### src/rtl/clkdiv_pkg.sv
package clkdiv_pkg;

   localparam int CTRL_W      = 32;
   // Field placement is decoded by software, so these positions are fixed.
   localparam int CPU_EN_POS  = 30;
   localparam int CPU_DIV_LSB = 24;
   localparam int AHB_EN_POS  = 22;
   localparam int AHB_DIV_LSB = 16;
   localparam int APB_EN_POS  = 14;
   localparam int APB_DIV_LSB = 8;
   localparam int RATIO_LSB   = 0;

   function automatic logic [CTRL_W-1:0] field_mask(input int lsb, input int w);
      logic [CTRL_W-1:0] m;
      m = '0;
      for (int i = 0; i < w; i++) m[lsb+i] = 1'b1;
      return m;
   endfunction

   function automatic logic [CTRL_W-1:0] writable_mask(input int div_w, input int rat_w);
      logic [CTRL_W-1:0] m;
      m = field_mask(CPU_DIV_LSB, div_w) | field_mask(AHB_DIV_LSB, div_w) |
          field_mask(APB_DIV_LSB, div_w) | field_mask(RATIO_LSB, rat_w);
      m[CPU_EN_POS] = 1'b1;
      m[AHB_EN_POS] = 1'b1;
      m[APB_EN_POS] = 1'b1;
      return m;
   endfunction

endpackage

### src/rtl/clkdiv_ctrl_reg.sv
module clkdiv_ctrl_reg
   import clkdiv_pkg::*;
#(
   parameter int DIV_W = 5,
   parameter int RAT_W = 6
) (
   input  logic              clk,
   input  logic              rst_n,
   input  logic              wr_en,
   input  logic [CTRL_W-1:0] wr_data,
   output logic [CTRL_W-1:0] ctrl_q
);

   localparam logic [CTRL_W-1:0] WR_MASK = writable_mask(DIV_W, RAT_W);

   always_ff @(posedge clk or negedge rst_n) begin
      if (!rst_n)     ctrl_q <= '0;
      else if (wr_en) ctrl_q <= wr_data & WR_MASK;
   end

endmodule

### src/rtl/clkdiv_counter.sv
module clkdiv_counter #(
   parameter int W = 6
) (
   input  logic         clk,
   input  logic         rst_n,
   input  logic         reload,
   input  logic         tick,
   input  logic [W-1:0] limit,
   output logic         strobe
);

   logic [W-1:0] cnt_q;

   always_ff @(posedge clk or negedge rst_n) begin
      if (!rst_n)      cnt_q <= '0;
      else if (reload) cnt_q <= '0;
      else if (tick)   cnt_q <= (cnt_q >= limit) ? '0 : cnt_q + 1'b1;
   end

   assign strobe = tick && (cnt_q == '0);

endmodule

### src/rtl/clkdiv_chain.sv
module clkdiv_chain
   import clkdiv_pkg::*;
#(
   parameter int DIV_W = 5,
   parameter int RAT_W = 6
) (
   input  logic        clk,
   input  logic        rst_n,
   input  logic        wr_en,
   input  logic [31:0] wr_data,
   output logic [31:0] rd_data,
   output logic        cpu_en,
   output logic        ahb_en,
   output logic        apb_en
);

   localparam int CNT_W  = DIV_W + 1;
   localparam int N_CORE = 2;

   if (DIV_W < 1 || DIV_W > CPU_EN_POS - CPU_DIV_LSB - 1) begin : g_bad_div
      $error("DIV_W out of range for field spacing");
   end
   if (RAT_W < 1 || RAT_W > APB_DIV_LSB) begin : g_bad_rat
      $error("RAT_W out of range for field spacing");
   end

   logic [CTRL_W-1:0] ctrl_q;
   logic [N_CORE-1:0] core_on;
   logic [DIV_W-1:0]  core_n [N_CORE];
   logic [N_CORE-1:0] core_stb;
   logic              unused_apb_cfg;

   clkdiv_ctrl_reg #(.DIV_W(DIV_W), .RAT_W(RAT_W)) u_reg (
      .clk     (clk),
      .rst_n   (rst_n),
      .wr_en   (wr_en),
      .wr_data (wr_data),
      .ctrl_q  (ctrl_q)
   );

   // index 0: CPU divider, index 1: fast-bus divider
   assign core_on[0] = ctrl_q[CPU_EN_POS];
   assign core_on[1] = ctrl_q[AHB_EN_POS];
   assign core_n[0]  = ctrl_q[CPU_DIV_LSB +: DIV_W];
   assign core_n[1]  = ctrl_q[AHB_DIV_LSB +: DIV_W];

   for (genvar g = 0; g < N_CORE; g++) begin : g_core
      logic [CNT_W-1:0] lim;
      // even divisor 2*(n+1) counts 0 .. 2n+1; bypass counts nothing
      assign lim = core_on[g] ? {core_n[g], 1'b1} : '0;
      clkdiv_counter #(.W(CNT_W)) u_cnt (
         .clk    (clk),
         .rst_n  (rst_n),
         .reload (wr_en),
         .tick   (1'b1),
         .limit  (lim),
         .strobe (core_stb[g])
      );
   end

   clkdiv_counter #(.W(RAT_W)) u_ratio (
      .clk    (clk),
      .rst_n  (rst_n),
      .reload (wr_en),
      .tick   (core_stb[1]),
      .limit  (ctrl_q[RATIO_LSB +: RAT_W]),
      .strobe (apb_en)
   );

   // peripheral divider field is a software-visible record only
   assign unused_apb_cfg = ^{ctrl_q[APB_EN_POS], ctrl_q[APB_DIV_LSB +: DIV_W]};

   assign cpu_en  = core_stb[0];
   assign ahb_en  = core_stb[1];
   assign rd_data = ctrl_q;

endmodule

### config.mk
export PLATFORM = sky130hd
export DESIGN_NAME = clkdiv_chain
export DESIGN_NICKNAME = d
export VERILOG_FILES = /design/src/rtl/clkdiv_pkg.sv /design/src/rtl/clkdiv_ctrl_reg.sv /design/src/rtl/clkdiv_counter.sv /design/src/rtl/clkdiv_chain.sv
export SDC_FILE = /design/constraint.sdc
export NUM_CORES = 1
export LEC_CHECK = 0
export BUFFER_PORTS_ARGS = -buffer_cell sky130_fd_sc_hd__buf_2
export CAP_MARGIN = 20
export CORE_MARGIN = 1
export CORE_UTILIZATION = 23
export DETAILED_ROUTE_END_ITERATION = 8
export PLACE_DENSITY_LB_ADDON = 0.12
export RECOVER_POWER = 50
export SLEW_MARGIN = 10
export SYNTH_ARGS = -nofsm -noshare
export SYNTH_HDL_FRONTEND = slang
export SYNTH_SLANG_ARGS = --single-unit
### constraint.sdc
create_clock -name clk -period 2.29 [get_ports clk]
set_input_delay 0.1145 -clock clk [delete_from_list [all_inputs] [get_ports clk]]
set_output_delay 0.1145 -clock clk [all_outputs]
set_load 0.005 [all_outputs]
### Yosys cells after proc, flatten, opt, wreduce, memory -nomap -nowiden

Index checks and enable logic that the tools add are counted.

| word-level totals | value |
|---|---|
| register bits after elaboration | 42 |
| bits in latches | 0 |
| bits in writable memories | 0 |
| ROM bits | 0 |
| output and inout port bits | 35 |
| word-level logic and storage cells | 24 |
| memories | 0 |

| cells by class | value |
|---|---|
| $add $sub $neg | 3 |
| $mul | 0 |
| div/mod/pow operators | 0 |
| magnitude comparators | 3 |
| equal/unequal tests | 0 |
| shifts and indexed selects | 0 |
| muxes and demuxes | 9 |
| bitwise gates (word level) | 0 |
| reduce and logical (&&, ||, !) cells | 5 |

Operators by type and width:

| cell | count |
|---|---|
| $mux 6 | 9 |
| $add 6x1->6 const B | 3 |
| $ge 6x6->1 | 3 |
| $logic_not 6->1 | 3 |
| $reduce_bool 2->1 | 1 |
| $logic_and 1x1->1 | 1 |

### Depth between registers and ports, before layout

| logic depth | value |
|---|---|
| depth after elaboration | 4 |
| mapped depth | 7 |
| gate-level depth less buffers | 7 |

### By module

A second synthesis with hierarchy kept.

| second synthesis, totals | value |
|---|---|
| cells, all modules | 236 |
| area, all modules | 2636.3 sq um |

Modules (own cells, without submodules):

| module | times used | cells an instance | area an instance (sq um) |
|---|---|---|---|
| clkdiv_counter | 3 | 55 | 503.0 |
| clkdiv_ctrl_reg | 1 | 60 | 1061.0 |
| clkdiv_chain | 1 | 11 | 66.3 |

### Least setup slack after synthesis

Ideal clock, no wire load.

| timing path | value |
|---|---|
| path type | reg-to-reg |
| start | reg u_ratio.cnt_q[0] |
| end | reg u_ratio.cnt_q[4] |
| library setup time | 0.092 ns |
| arrival time | 1.397 ns |
| path slack | 0.801 ns |
| cell stages (with the launch flop) | 7 |
| path buffers | 0 |
| clock period less this slack | 1.489 ns |
| cell sequence | dfrtp_1 inv_1 ha_1 nand2b_1 a21oi_1 o221ai_2 o31ai_2 |

| on the way | value |
|---|---|
| word-level cells in the longest chain between the ends | 4 |
| elaborated cells on any way between the ends | 5 |

RTL lines:

| element | line | text |
|---|---|---|
| start: declaration | clkdiv_counter.sv:12 | `logic [W-1:0] cnt_q;` |
| start signal: assignment | clkdiv_counter.sv:17 | `else if (tick) cnt_q <= (cnt_q >= limit) ? '0 : cnt_q + 1'b1;` |
| $add 6x1->6 / $ge 6x6->1 (equally long branches) | clkdiv_counter.sv:17 |  |
| $mux 6 * (2 in a row) | clkdiv_counter.sv:17 |  |
| $mux 6 * | clkdiv_counter.sv:16 | `else if (reload) cnt_q <= '0;` |

Every way passes the cells marked *; elsewhere a longest branch is shown, timed or not. The select of a mux whose other input is x is not followed.
A chain may end at the register's enable or synchronous reset.

### Worst setup path after layout

| timing path | value |
|---|---|
| start | reg g_core[1].u_cnt.cnt_q[0] |
| end | out apb_en |

| on the way | value |
|---|---|
| word-level cells in the longest chain between the ends | 2 |

RTL lines:

| element | line | text |
|---|---|---|
| start: declaration | clkdiv_counter.sv:12 |  |
| start signal: assignment | clkdiv_counter.sv:17 |  |
| $logic_not 6->1 | clkdiv_counter.sv:20 | `assign strobe = tick && (cnt_q == '0);` |
| $logic_and 1x1->1 | clkdiv_counter.sv:20 |  |
| end: declaration | clkdiv_chain.sv:14 | `output logic apb_en` |

Every way passes these cells.

==> results.py <==
metrics = {
    "finish": {
        "antenna_cells": 0,
        "drive_above_1_share_pct": 28.2,
        "syn_to_final_growth_pct": 20.9,
        "finalNetCount": 331,
        "final_cells": 406,
    },
    "floorplanning": {
        "die_w_um": 103,
        "coreArea_mm2": 0.00977,
        "die_h_um": 103,
        "dieArea_mm2": 0.0105,
        "rows": 36,
        "top_level_ports": 70,
        "start_util_pct": 23.8,
    },
    "clocking": {
        "clock-sinks": 42,
        "clk_latency_ns": 0.30,
        "cts.reportedPaths.clkPinSlew_ns": 0.09,
        "clockRootBuffer": "clkbuf_8",
        "post_cts_buffers": 0,
        "cts_tree": "yes",
        "cts_buffers": 5,
        "htree_levels": 2,
        "cts_buffer_depth": 2,
    },
    "sta": {
        "max_freq_mhz": 530,
        "min_period_ns": 1.89,
        "period_share_pct": 82.3,
        "hold_viol": 0,
        "finalSetupTns_ns": 0,
        "clock_skew_ns": 0.00480,
        "tightest_slew_ns": 1.81,
        "max_slew_margin_pct": -20.6,
        "finalMaxSlewViolations": 37,
        "finalSetupViolCount": 0,
        "rsz0062_at_grt": "no",
    },
    "critical_path": {
        "r2r_cells": 6,
        "r2r_start": "u_reg.ctrl_q[22]",
        "cpPeakStageDelay_ns": 0.42,
        "crit_slowest_cell": "dfrtp_1",
        "path_cells": "inv_1 -> ha_1 -> nor2b_1 -> nand2_1 -> nor3_1 -> buf_2",
        "crit_buf_inv": 2,
        "cp_top_family": "simple AND/OR/NAND/NOR gates",
        "cp.required_ns": 2.18,
        "cp-end-kind": "output pin",
        "crit_cells": 6,
        "startpoint_type": "flop",
        "crit_start": "g_core[1].u_cnt.cnt_q[0]",
        "worstPathMaxFanout": 5,
        "critical_path_arrival_ns": 1.77,
        "worstSetupPathType": "reg2out",
    },
    "pwr": {
        "power.density_mw_per_mm2": 710,
        "leakage_uw": 0.00130,
        "power_uw": 2000,
        "ir_worst_vdd_uv": 311,
    },
    "logic_synthesis": {
        "synth.most_common_cell": "dfrtp_1",
        "syn_inst": 215,
        "ys_types": 36,
        "synth_top_flop_cell": "dfrtp_1",
        "synth-seq-cells": 42,
        "syn_avg_cell_area_um2": 10.8,
        "synth_top_cells_by_count": "dfrtp_1, ha_1, nand2_1, mux2_2, nor2_1",
        "yosysWarnings": 0,
        "yosysSeqAreaShare_pct": 45.2,
        "synth_area_leaders": "dfrtp_1, ha_1, mux2_2",
        "synth_area_mm2": 0.00232,
        "synth_top_cell_by_area": "dfrtp_1",
        "synth_edf_count": 0,
        "yosysTopAreaCellShare_pct": 45.2,
        "async_reset_ff_share_pct": 100,
    },
    "placement": {
        "gp_congestion": 0.694,
        "dp.cells": 397,
        "port_buffers": 53,
        "dp_hpwl_um": 3530,
    },
    "routing": {
        "antenna_left": 0,
        "dr_total_vias": 1679,
        "drc": 0,
        "wl_per_cell_um": 11.8,
        "drtIter0Drc": 23,
        "firstDrtPassIters": 4,
        "totalWireLength_um": 4780,
        "via_per_inst": 4.14,
    },
    "global_route": {
        "grt_overflow": 0,
        "antenna_found_initial": 0,
        "grt.total_usage_pct": 10.2,
        "grt_pass1_wl_um": 8150,
        "grt_max_degree": 37,
        "grt_pass1_vias": 1656,
    },
    "job": {
        "maxCapViolCount": 1,
    },
    "status": {
        "status": "complete, but fails checks",
        "violations": "capacitance limit, slew limit",
    },
    "worst_hold_path": {
        "hold_path.startpoint": "wr_data[5]",
        "min_path_type": "in2reg",
        "holdPathStages": 3,
    },
}
-- through the flow --
step                      setup slack [ns]  hold slack, ns  util (%)  area, um2
after floorplan                      0.801          -0.181         -       2350
after detailed placement             0.566          0.0677      27.7       2710
final                                0.404          0.0235      28.8       2810
after global routing                 0.142          0.0134      28.8       2810
after CTS                            0.333          0.0135      28.9       2830
after global placement               0.581          0.0705      27.7       2710
-- state kept, by name (all words and copies together) (netlist names) --
name	count
g_core.u_cnt.cnt_q	12
u_reg.ctrl_q	24
u_ratio.cnt_q	6
-- area by class of cell --
type / count / area (um2)
Clock buffer: 5 / 68.8
Clock inverter: 3 / 45.0
Fill cell: 1078 / 6960
Inverter: 15 / 56.3
Multi-Input combinational cell: 153 / 1160
Sequential cell: 42 / 1050
Tap cell: 133 / 166
Timing Repair Buffer: 55 / 265
-- kinds of logic (layout without fill, tap and decap cells) --
| group | count (synthesis) | count (layout) | synth area share, % |
|---|---|---|---|
| AO/OA/AOI/OAI | 27 | 27 | 9.47 |
| XOR/XNOR | 11 | 11 | 4.14 |
| adder cells (fa/ha/maj) | 24 | 24 | 12.9 |
| buffers and inverters | 27 | 78 | 6.08 |
| flip-flops | 42 | 42 | 45.2 |
| multiplexers | 19 | 19 | 9.20 |
| other | 1 | 8 | 0.161 |
| AND/OR/NAND/NOR | 64 | 64 | 12.8 |
-- metal layers --
metal  track usage (%)  up-vias  wire [um]
li1                  -      835          -
met1              13.1      801       2320
met2              16.6       37       2190
met3              2.44        6        207
met4              3.63        0         57
met5                 0        -          0
-- power breakdown --
part / leakage (uW) / internal [uW] / switching (uW)
clock network: 0.0000504 / 325 / 280
logic: 0.000723 / 225 / 256
registers: 0.000529 / 820 / 89.8
-- path summary, 6_finish.rpt --
check	endpoint	slack, ns
max in group asynchronous	u_reg.ctrl_q[1]	0.93
worst min-delay path	u_reg.ctrl_q[5]	0.02
worst min register to register	g_core[0].u_cnt.cnt_q[0]	0.49
min in group asynchronous	u_reg.ctrl_q[0]	0.45
worst max-delay path	apb_en	0.40
worst max register to register	g_core[1].u_cnt.cnt_q[5]	0.57
-- worst reg2reg max path: stages, from the launching register on --
cell,delay [ns]
dfrtp_1,0.50
nand2_1,0.10
ha_1,0.30
a21o_1,0.19
a211oi_2,0.24
o31ai_2,0.18
nor2_1,0.14
-- timing repair --
| action | CTS | global route |
|---|---|---|
| hold endpoints to repair | 15 | 0 |
| resized for setup | 0 | 0 |
| hold buffers | 1 | 0 |
-- layout by cell type (no fill, tap or decap), types with 3 or more instances in the layout --
cell / Yosys / final
conb_1: 1 / 8
clkbuf_1: 1 / 14
mux2_2: 19 / 19
xnor2_1: 5 / 5
o31ai_2: 3 / 3
a211oi_2: 3 / 3
inv_1: 15 / 15
nand2b_1: 4 / 4
nand3_1: 8 / 8
buf_2: 2 / 39
a21oi_1: 5 / 5
xor2_1: 6 / 6
nor2_1: 18 / 18
ha_1: 24 / 24
clkbuf_8: 0 / 5
o21ai_0: 5 / 5
nand2_1: 24 / 24
dfrtp_1: 42 / 42
No activity file was read; power rests on OpenSTA's default activity.
